## config.mk

```make
export PLATFORM = sky130hd
export DESIGN_NAME = fetch_addr_gen
export DESIGN_NICKNAME = d
export VERILOG_FILES = /design/src/rtl/fa_pkg.sv /design/src/rtl/fa_axis_span.sv /design/src/rtl/fa_clamp.sv /design/src/rtl/fa_walker.sv /design/src/rtl/fetch_addr_gen.sv
export SDC_FILE = /design/constraint.sdc
export NUM_CORES = 1
export LEC_CHECK = 0
export ABC_CLOCK_PERIOD_IN_PS = 8170
export BUFFER_PORTS_ARGS = -buffer_cell sky130_fd_sc_hd__buf_4
export CORE_AREA = 2 2 57 112
export CTS_CLUSTER_DIAMETER = 40
export DETAILED_ROUTE_END_ITERATION = 10
export DIE_AREA = 0 0 59 114
export HOLD_SLACK_MARGIN = 0.05
export PLACE_DENSITY = 0.61
export SETUP_SLACK_MARGIN = 0.02
export SYNTH_ARGS = -nofsm -noshare
export SYNTH_HDL_FRONTEND = slang
export SYNTH_HIERARCHICAL = 1
export SYNTH_SLANG_ARGS = --single-unit
```

## constraint.sdc

```tcl
create_clock -name clk -period 8.17 [get_ports clk]
set_clock_uncertainty 0.1 [all_clocks]
set_input_delay 0 -clock clk [delete_from_list [all_inputs] [get_ports clk]]
set_output_delay 0 -clock clk [all_outputs]
set_load 0.05 [all_outputs]
```

## src/rtl/fa_pkg.sv

```systemverilog
package fa_pkg;

   // Number of coded blocks one axis of a request covers; value equals count.
   typedef enum logic [1:0] {
      SPAN_ONE   = 2'd1,
      SPAN_TWO   = 2'd2,
      SPAN_THREE = 2'd3
   } span_e;

   // Words per coded block: 64-bit segment over a 32-bit memory word.
   localparam int WORDS_PER_BLOCK = 2;

   function automatic int max2(input int a, input int b);
      return (a > b) ? a : b;
   endfunction

   function automatic int idx_bits(input int n);
      return (n > 1) ? $clog2(n) : 1;
   endfunction

endpackage

```

## src/rtl/fa_axis_span.sv

```systemverilog
module fa_axis_span
   import fa_pkg::*;
#(
   parameter int IDX_W = 3,
   parameter int MV_W  = 6,
   parameter int PIX_W = 10
) (
   input  logic [IDX_W-1:0]        blk,
   input  logic signed [MV_W-1:0]  mv_int,
   input  logic [1:0]              mv_frac,
   output logic signed [PIX_W-1:0] first_blk,
   output span_e                   span
);

   logic signed [PIX_W-1:0] pos;
   logic signed [PIX_W-1:0] pos_lead;
   logic                    is_sub;
   logic                    on_grid;

   always_comb begin
      pos      = PIX_W'(signed'({1'b0, blk, 2'b00})) + PIX_W'(mv_int);
      pos_lead = pos - PIX_W'(2);
      is_sub   = |mv_frac;
      on_grid  = (pos[1:0] == 2'b00);
      if (is_sub) begin
         first_blk = pos_lead >>> 2;
         span      = SPAN_THREE;
      end else if (on_grid) begin
         first_blk = pos >>> 2;
         span      = SPAN_ONE;
      end else begin
         first_blk = pos >>> 2;
         span      = SPAN_TWO;
      end
   end

endmodule

```

## src/rtl/fa_clamp.sv

```systemverilog
module fa_clamp #(
   parameter int PIX_W = 10,
   parameter int IDX_W = 3,
   parameter int LIMIT = 6
) (
   input  logic signed [PIX_W-1:0] coord,
   output logic [IDX_W-1:0]        idx
);

   localparam logic signed [PIX_W-1:0] TOP = PIX_W'(LIMIT - 1);

   always_comb begin
      if (coord < 0)
         idx = '0;
      else if (coord > TOP)
         idx = IDX_W'(LIMIT - 1);
      else
         idx = coord[IDX_W-1:0];
   end

endmodule

```

## src/rtl/fa_walker.sv

```systemverilog
module fa_walker
   import fa_pkg::*;
#(
   parameter int                BLK_COLS   = 6,
   parameter int                BLK_ROWS   = 5,
   parameter int                PIX_W      = 10,
   parameter int                IDX_W      = 3,
   parameter int                ADDR_W     = 16,
   parameter logic [ADDR_W-1:0] FRAME_BASE = '0
) (
   input  logic                    clk,
   input  logic                    rst_n,
   input  logic                    load,
   input  logic signed [PIX_W-1:0] first_x,
   input  logic signed [PIX_W-1:0] first_y,
   input  span_e                   span_x,
   input  span_e                   span_y,
   input  logic                    ready,
   output logic                    valid,
   output logic [ADDR_W-1:0]       addr,
   output logic                    busy
);

   localparam logic [ADDR_W:0] ADDR_END =
      (ADDR_W+1)'(FRAME_BASE) + (ADDR_W+1)'(WORDS_PER_BLOCK * BLK_COLS * BLK_ROWS);

   logic signed [PIX_W-1:0] org_q [2];
   logic [1:0]              cnt_q [2];
   logic [1:0]              cur_q [2];
   logic                    half_q;
   logic                    busy_q;
   logic signed [PIX_W-1:0] coord [2];
   logic [IDX_W-1:0]        cidx  [2];
   logic                    step;
   logic                    col_last;
   logic                    row_last;
   logic [ADDR_W-1:0]       lin;

   // One cursor and clamp per axis.
   for (genvar a = 0; a < 2; a++) begin : g_ax
      localparam int LIM = (a == 0) ? BLK_COLS : BLK_ROWS;
      assign coord[a] = org_q[a] + PIX_W'(signed'({1'b0, cur_q[a]}));
      fa_clamp #(.PIX_W(PIX_W), .IDX_W(IDX_W), .LIMIT(LIM)) i_clamp (
         .coord (coord[a]),
         .idx   (cidx[a])
      );
   end

   assign step     = busy_q && ready;
   assign col_last = (cur_q[0] == cnt_q[0] - 2'd1);
   assign row_last = (cur_q[1] == cnt_q[1] - 2'd1);

   always_ff @(posedge clk or negedge rst_n) begin
      if (!rst_n) begin
         busy_q   <= 1'b0;
         half_q   <= 1'b0;
         org_q[0] <= '0;
         org_q[1] <= '0;
         cnt_q[0] <= 2'd1;
         cnt_q[1] <= 2'd1;
         cur_q[0] <= '0;
         cur_q[1] <= '0;
      end else if (load && !busy_q) begin
         busy_q   <= 1'b1;
         half_q   <= 1'b0;
         org_q[0] <= first_x;
         org_q[1] <= first_y;
         cnt_q[0] <= 2'(span_x);
         cnt_q[1] <= 2'(span_y);
         cur_q[0] <= '0;
         cur_q[1] <= '0;
      end else if (step) begin
         half_q <= ~half_q;
         if (half_q) begin
            if (!col_last) begin
               cur_q[0] <= cur_q[0] + 2'd1;
            end else begin
               cur_q[0] <= '0;
               if (row_last)
                  busy_q <= 1'b0;
               else
                  cur_q[1] <= cur_q[1] + 2'd1;
            end
         end
      end
   end

   always_comb begin
      lin  = ADDR_W'(cidx[1]) * ADDR_W'(BLK_COLS) + ADDR_W'(cidx[0]);
      addr = FRAME_BASE + (lin << 1) + ADDR_W'(half_q);
   end

   assign valid = busy_q;
   assign busy  = busy_q;

   // the second word of a block immediately follows the first.
   p_word_pair_r1: assert property (@(posedge clk) disable iff (!rst_n)
      valid && ready && !half_q |=> valid && (addr == $past(addr) + ADDR_W'(1)));

   // every issued address lies inside the frame.
   p_in_frame_r7: assert property (@(posedge clk) disable iff (!rst_n)
      valid |-> ({1'b0, addr} >= (ADDR_W+1)'(FRAME_BASE)) && ({1'b0, addr} < ADDR_END));

   // back-pressure holds the address.
   p_hold_r8: assert property (@(posedge clk) disable iff (!rst_n)
      valid && !ready |=> valid && $stable(addr));

endmodule

```

## src/rtl/fetch_addr_gen.sv

```systemverilog
module fetch_addr_gen
   import fa_pkg::*;
#(
   parameter int                BLK_COLS   = 6,
   parameter int                BLK_ROWS   = 5,
   parameter int                MV_W       = 6,
   parameter int                ADDR_W     = 16,
   parameter logic [ADDR_W-1:0] FRAME_BASE = 16'h0100,
   parameter int                COL_W      = idx_bits(BLK_COLS),
   parameter int                ROW_W      = idx_bits(BLK_ROWS)
) (
   input  logic                   clk,
   input  logic                   rst_n,
   input  logic                   req_start,
   input  logic [COL_W-1:0]       req_col,
   input  logic [ROW_W-1:0]       req_row,
   input  logic signed [MV_W-1:0] mv_x_int,
   input  logic [1:0]             mv_x_frac,
   input  logic signed [MV_W-1:0] mv_y_int,
   input  logic [1:0]             mv_y_frac,
   input  logic                   fetch_ready,
   output logic                   fetch_valid,
   output logic [ADDR_W-1:0]      fetch_addr,
   output logic                   req_done
);

   localparam int IDX_W = max2(COL_W, ROW_W);
   localparam int PIX_W = max2(IDX_W + 2, MV_W) + 2;
   localparam int NEED_A = $clog2(WORDS_PER_BLOCK * BLK_COLS * BLK_ROWS) + 1;

   if (BLK_COLS < 2 || BLK_ROWS < 2) begin : g_bad_dims
      $error("fetch_addr_gen: frame must be at least 2x2 blocks");
   end
   if (ADDR_W < NEED_A) begin : g_bad_addr
      $error("fetch_addr_gen: ADDR_W too narrow for the frame");
   end
   if (MV_W < 3) begin : g_bad_mv
      $error("fetch_addr_gen: MV_W too narrow");
   end

   logic [IDX_W-1:0]        blk_a   [2];
   logic signed [MV_W-1:0]  mvi_a   [2];
   logic [1:0]              mvf_a   [2];
   logic signed [PIX_W-1:0] first_a [2];
   span_e                   span_a  [2];
   logic                    busy;

   assign blk_a[0] = IDX_W'(req_col);
   assign blk_a[1] = IDX_W'(req_row);
   assign mvi_a[0] = mv_x_int;
   assign mvi_a[1] = mv_y_int;
   assign mvf_a[0] = mv_x_frac;
   assign mvf_a[1] = mv_y_frac;

   for (genvar a = 0; a < 2; a++) begin : g_axis
      fa_axis_span #(.IDX_W(IDX_W), .MV_W(MV_W), .PIX_W(PIX_W)) i_span (
         .blk       (blk_a[a]),
         .mv_int    (mvi_a[a]),
         .mv_frac   (mvf_a[a]),
         .first_blk (first_a[a]),
         .span      (span_a[a])
      );
   end

   fa_walker #(
      .BLK_COLS   (BLK_COLS),
      .BLK_ROWS   (BLK_ROWS),
      .PIX_W      (PIX_W),
      .IDX_W      (IDX_W),
      .ADDR_W     (ADDR_W),
      .FRAME_BASE (FRAME_BASE)
   ) i_walker (
      .clk     (clk),
      .rst_n   (rst_n),
      .load    (req_start),
      .first_x (first_a[0]),
      .first_y (first_a[1]),
      .span_x  (span_a[0]),
      .span_y  (span_a[1]),
      .ready   (fetch_ready),
      .valid   (fetch_valid),
      .addr    (fetch_addr),
      .busy    (busy)
   );

   assign req_done = !busy;

   // an accepted start yields a valid address on the next cycle.
   p_accept_r9: assert property (@(posedge clk) disable iff (!rst_n)
      req_start && req_done |=> !req_done && fetch_valid);

   // no address is offered while idle.
   p_idle_quiet_r9: assert property (@(posedge clk) disable iff (!rst_n)
      req_done |-> !fetch_valid);

   // a start while busy does not disturb a stalled address.
   p_busy_start_r10: assert property (@(posedge clk) disable iff (!rst_n)
      req_start && !req_done && !fetch_ready |=> !req_done && $stable(fetch_addr));

endmodule

```

==> flow_metrics.tcl, run 1 <==
set metrics [dict create \
    slowest_stage "nor4b_1" \
    hpwl_um 3070 \
    dr.pass1.iters 4 \
    drcViolationCount 0 \
    top_usage_layer "met2" \
    diodes 0 \
    synthArstFlopShare_pct 100 \
    gp_congestion 0.784 \
    clkLatencyLatePin_ps 260 \
    cts_tree "built" \
    first_iter_violations 42 \
    synth_flop_cell "dfrtp_1" \
    post-cts-setup-buffers 0 \
    grt_pass1_vias 1785 \
    cts_max_level 1 \
    cts_max_path_buffers 2 \
    fillerInstances 594 \
    synth_warnings 6 \
    cts.sinks 26 \
    seq_area_frac_synth_pct 29.0 \
    synthCells 268 \
    end_kind "output port" \
    grt_pass1_wl_um 7310 \
    place_ws_ps 4070 \
    cp_cell_sequence "ha_1 -> inv_1 -> fa_1 -> nor2_1 -> xor2_1 -> or4_4 -> nor4b_1 -> ha_1 -> fa_1 -> nand3_1 -> xor2_1 -> buf_4" \
    leakagePower_nw 1.32 \
    timing.final.hold_violations 0 \
    slew_headroom_pct 43.9 \
    maxCapViolCount 0 \
    numCtsBuffers 3 \
    use_met3_pct 1.36 \
    cp.required_ps 8070 \
    crit_type "flop to output port" \
    layout_min_cycle_time_ps 4350 \
    synth_seq_cells 26 \
    area_growth_pct 18.2 \
    cp-start-kind "flop" \
    synthDominantCellAreaShare_pct 26.7 \
    row_count 40 \
    ir_drop_v 0.000170 \
    netlist_area_sq_um 2250 \
    cts_root_buffer "clkbuf_16" \
    die_h_um 114 \
    route.vias.total 1784 \
    gr-total-overflow 0 \
    dieArea_sq_um 6730 \
    outcome "completed" \
    cpPeakStageDelay_ps 740 \
    grt_use_met2_pct 23.6 \
    fin_ws_ps 3820 \
    use_met1_pct 16.2 \
    io_pins 44 \
    wl_per_cell_um 10.7 \
    fin_nets 353 \
    start_util_pct 38.1 \
    period_share_pct 53.2 \
    fin_tns_setup_ps 0 \
    synth_edf_count 0 \
    post-synth-top-area-cell "dfrtp_1" \
    track_usage_pct 13.1 \
    path_max_fanout 5 \
    antenna_found_initial 0 \
    port_buffers 35 \
    chipWidth_um 59 \
    rsz0062_at_grt "no" \
    synthTopCellsByArea "dfrtp_1 27%, nand2_1 11%, ha_1 9.4%" \
    pwr_density_cell_nw_per_um2 374 \
    fmax_mhz 230 \
    avgSynthCellArea_sq_um 8.40 \
    synth_cell_types 44 \
    drive_gt1_share_pct 16.8 \
    report.final.slew_viol_count 0 \
    setup_viol 0 \
    mostFrequentLayoutCell "nand2_1" \
    final_cell_mix "64 x nand2_1, 36 x buf_4, 24 x dfrtp_1" \
    drt_wl_total_um 3910 \
    drtAntennaViolNets 0 \
    grt_max_degree 27 \
    coreArea_sq_um 5910 \
    hold_class "input port to flop" \
    arrival_ps 4250 \
    vias_per_cell 4.87 \
    worstMarginPinSlew_ps 830 \
    clkTransAtPathRegs_ps 70 \
]
[through the flow]
| stage | cells | utilization (%) | area (sq um) | hold slack (ps) | power [mW] |
|---|---|---|---|---|---|
| after detailed placement | 352 | 41.8 | 2470 | -170 | 0.881 |
| after floorplan | 274 | - | 2270 | -396 | 0.749 |
| after CTS | 366 | 45.0 | 2660 | 58.3 | 1.01 |
| after global placement | 352 | 41.8 | 2470 | -176 | 0.866 |
| after global routing | 366 | 45.0 | 2660 | 72.2 | 1.09 |
| final | 366 | 45.0 | 2660 | 57.6 | 0.996 |
[repair_timing]
action | CTS | global route
endpoints found under the hold margin | 34 | 0
resized for setup | 0 | 0
setup endpoints to repair | 0 | 0
hold buffers | 10 | 0
[synth_stat cells, types with 4 or more instances]
| cell | n |
|---|---|
| xnor2_1 | 16 |
| o21ai_0 | 5 |
| dfrtp_1 | 24 |
| nand2_1 | 64 |
| buf_4 | 14 |
| buf_2 | 4 |
| ha_1 | 17 |
| nor2b_1 | 4 |
| xor2_1 | 13 |
| nand3_1 | 7 |
| inv_1 | 23 |
| fa_1 | 6 |
| nor2_1 | 8 |
| o21ai_1 | 4 |
| a21oi_1 | 11 |
| a21o_1 | 4 |
[cell families after synthesis]
family | synth area share, %
adders and majority gates | 14.8
other | 0.334
buffers and inverters | 10.6
and+or+nand+nor | 23.3
muxes | 0.889
xor gates and xnor gates | 11.3
AOI/OAI and AO/OA | 9.84
DFF | 29.0
[path summary, 6_finish.rpt]
| kind | startpoint | slack, ps | cells after the start | to |
|---|---|---|---|---|
| setup / recovery | i_walker/cur_q[0]$_DFFE_PN0P_ | 3820 | 12 | fetch_addr[6] |
| hold / removal | fetch_ready | 60 | 3 | i_walker/half_q$_DFFE_PN0P_ |
| setup reg to reg | i_walker/busy$_DFFE_PN0P_ | 6310 | 4 | i_walker/cur_q[3]$_DFFE_PN0P_ |
| hold reg to reg | i_walker/cnt_q[0]$_DFFE_PN1P_ | 390 | 2 | i_walker/cnt_q[0]$_DFFE_PN1P_ |
| max in group asynchronous | rst_n | 7580 | 2 | i_walker/cnt_q[0]$_DFFE_PN1P_ |
| min in group asynchronous | rst_n | 100 | 2 | i_walker/org_q[12]$_DFFE_PN0P_ |
[critical path, delay by kind of cell, from the launching register on]
kind	cells	cell delay (ps)
adders and majority gates	4	1490
DFF	1	400
buffers and inverters	2	270
and+or+nand+nor	4	1590
xor gates and xnor gates	2	230
[metal layers]
layer	up-vias	wire, um
li1	918	-
met2	28	2080
met4	0	25
met3	2	113
met5	-	0
met1	836	1680
[state kept, by name, summed over array words and instances, names as in the netlist]
signal           flops
i_walker/cur_q       4
i_walker/cnt_q       4
i_walker/busy        1
i_walker/org_q      16
i_walker/half_q      1
[power breakdown]
group / switching, mW / internal [mW] / leakage, nW
Clock: 0.0425 / 0.0749 / 0.0442
Combinational: 0.391 / 0.237 / 0.961
Sequential: 0.0615 / 0.189 / 0.319
Total: 0.495 / 0.502 / 1.32
[layout make-up]
class | count | area, sq um | share of cell area, %
Inverter | 23 | 86.3 | 3.25
Clock buffer | 4 | 88.8 | 3.34
Sequential cell | 26 | 653 | 24.6
Tap cell | 63 | 78.8 | 2.96
Multi-Input combinational cell | 204 | 1380 | 52.0
Timing Repair Buffer | 46 | 370 | 13.9
No activity file was read; power rests on OpenSTA's default activity.
==> inputs of run 2 (changes only) <==
--- a/config.mk
+++ b/config.mk
@@ -5,14 +5,14 @@
 export SDC_FILE = /design/constraint.sdc
 export NUM_CORES = 1
 export LEC_CHECK = 0
-export ABC_CLOCK_PERIOD_IN_PS = 8170
+export ABC_CLOCK_PERIOD_IN_PS = 3800
 export BUFFER_PORTS_ARGS = -buffer_cell sky130_fd_sc_hd__buf_4
 export CORE_AREA = 2 2 57 112
 export CTS_CLUSTER_DIAMETER = 40
 export DETAILED_ROUTE_END_ITERATION = 10
 export DIE_AREA = 0 0 59 114
 export HOLD_SLACK_MARGIN = 0.05
-export PLACE_DENSITY = 0.61
+export PLACE_DENSITY = 0.63
 export SETUP_SLACK_MARGIN = 0.02
 export SYNTH_ARGS = -nofsm -noshare
 export SYNTH_HDL_FRONTEND = slang
==> constraint.sdc (replaced) <==
create_clock -name clk -period 3.8 [get_ports clk]
set_clock_uncertainty 0.1 [all_clocks]
set_input_delay 0 -clock clk [delete_from_list [all_inputs] [get_ports clk]]
set_output_delay 0 -clock clk [all_outputs]
set_load 0.05 [all_outputs]
==> flow_metrics.tcl, run 2 (synthesized netlist as in run 1, its figures left out) <==
set metrics [dict create \
    cp.required_ps 3700 \
    antenna_found_initial 0 \
    cp_num_buf_inv 2 \
    row_count 40 \
    numCtsBuffers 3 \
    place_inst 356 \
    crit_type "flop to output port" \
    top_register "i_walker/org_q" \
    setup_viol 0 \
    largest_register_ffs 16 \
    clkLatencyLatePin_ps 260 \
    layout_min_cycle_time_ps 3600 \
    vias_per_cell 4.91 \
    port_buffers 35 \
    area_growth_pct 26.8 \
    dieArea_sq_um 6730 \
    slowest_stage "or4_4" \
    path_max_fanout 5 \
    drt_wl_total_um 4260 \
    start_util_pct 38.1 \
    wl_per_cell_um 11.4 \
    p_comb_share_pct 67.6 \
    clkTransAtPathRegs_ps 60 \
    cts_tree "built" \
    pwr_density_cell_nw_per_um2 856 \
    drtAntennaViolNets 0 \
    hpwl_um 3330 \
    rsz0062_at_grt "no" \
    dr.pass1.iters 4 \
    design_area_sq_um 2860 \
    p_sw_mw 1.20 \
    die_h_um 114 \
    p_sw_share_pct 49.2 \
    mostFrequentLayoutCell "nand2_1" \
    grt_pass1_vias 1782 \
    drcViolationCount 0 \
    cts.sinks 26 \
    end_kind "output port" \
    final_util_pct 48.3 \
    grt_pass1_wl_um 7450 \
    cp_cell_sequence "ha_1 -> a21oi_1 -> nor3b_2 -> xor2_1 -> or4_4 -> nor4b_4 -> ha_4 -> fa_2 -> xor2_4 -> buf_4 -> nor3b_4 -> buf_6" \
    report.final.slew_viol_count 0 \
    pwr-share-clk_pct 10.3 \
    seqPwrFrac_pct 22.0 \
    outcome "completed" \
    cts_max_path_buffers 2 \
    final_cell_mix "63 x nand2_1, 40 x buf_4, 24 x dfrtp_1" \
    largestRegisters "i_walker/org_q (16), i_walker/cnt_q (4), i_walker/cur_q (4)" \
    cp-start-kind "flop" \
    hold_class "input port to flop" \
    fmax_mhz 278 \
    period_share_pct 94.7 \
    fin_nets 359 \
    slew_headroom_pct 44.6 \
    power_mw 2.44 \
    timing.final.hold_violations 0 \
    cp_top_family "simple AND/OR/NAND/NOR gates" \
    maxCapViolCount 0 \
    worst_hold_slack_ps 47.2 \
    track_usage_pct 13.7 \
    gr-total-overflow 0 \
    first_iter_violations 33 \
    drive_gt1_share_pct 23.6 \
    ir_drop_v 0.000469 \
    coreArea_sq_um 5910 \
    cts_max_level 1 \
    cpPeakStageDelay_ps 560 \
    diodes 0 \
    route.vias.total 1826 \
    leakagePower_nw 1.39 \
    place_area_sq_um 2550 \
    intPower_mw 1.24 \
    cts_root_buffer "clkbuf_16" \
    gp_congestion 0.796 \
    grt_max_degree 27 \
    chipWidth_um 59 \
    arrival_ps 3500 \
    fin_cells 372 \
    io_pins 44 \
    worstMarginPinSlew_ps 830 \
]
## run 2: cell count changes in the layout (fill, tap and decap cells not counted), sizes merged
cell,previous run,this run
dlygate4sd3,10,9
buf,36,43
## run 2: worst reg2reg max path, cell delays in order, from the launching register on
cell and delay [ps]:
dfrtp_1 450, nor2b_1 680, buf_4 320, a31oi_1 80, o221a_2 140
## run 2: what timing repair did
action | 4_1_cts | 5_1_grt
gates resized for setup | 13 | 6
endpoints found under the hold margin | 33 | 0
pin swaps | 1 | 7
hold buffers | 9 | 0
buffers inserted | 0 | 3
endpoints found under the setup margin | 5 | 4
## run 2: metrics by stage
step / setup slack [ps] / setup TNS (ps)
global route: 20.2 / 0
finish: 200 / 0
CTS: 23.9 / 0
floorplan: 71.6 / 0
detailed placement: -67.8 / -67.8
global placement: 123 / 0
## run 2: worst paths after layout
path                                                     from                             end  slack (ps)  depth (start not counted)
worst max register to register      i_walker/busy$_DFFE_PN0P_   i_walker/cur_q[3]$_DFFE_PN0P_        1920                          4
min in group asynchronous                               rst_n  i_walker/org_q[11]$_DFFE_PN0P_          90                          2
worst max-delay path            i_walker/cur_q[1]$_DFFE_PN0P_                   fetch_addr[7]         200                         12
worst min register to register  i_walker/org_q[0]$_DFFE_PN0P_   i_walker/org_q[0]$_DFFE_PN0P_         390                          2
worst min-delay path                              mv_y_int[5]   i_walker/org_q[4]$_DFFE_PN0P_          50                          5
max in group asynchronous                               rst_n   i_walker/cnt_q[0]$_DFFE_PN1P_        3210                          2
## run 2: layer usage
layer  vias up  wire length, um  global-route usage, %
li1        929                -                      -
met1       873             1680                   15.3
met2        22             2480                   26.6
met3         2               64                   1.02
met4         0               25                   3.18
met5         -                0                      0
## run 2: power groups by stage
stage	clock, mW	combinational [mW]	sequential, mW
3_3_place_gp	0	1.44	0.533
2_1_floorplan	0	1.17	0.510
3_5_place_dp	0	1.48	0.543
5_1_grt	0.268	1.81	0.557
6_report	0.253	1.65	0.538
4_1_cts	0.262	1.60	0.538
## run 2: layout make-up
class                      count  area (sq um)
timing repair buffer          52           424
inverter                      23          86.3
tap                           63          78.8
sequential                    26           653
multi-input combinational    204          1520
fill                         558          3050
clock buffer                   4          88.8
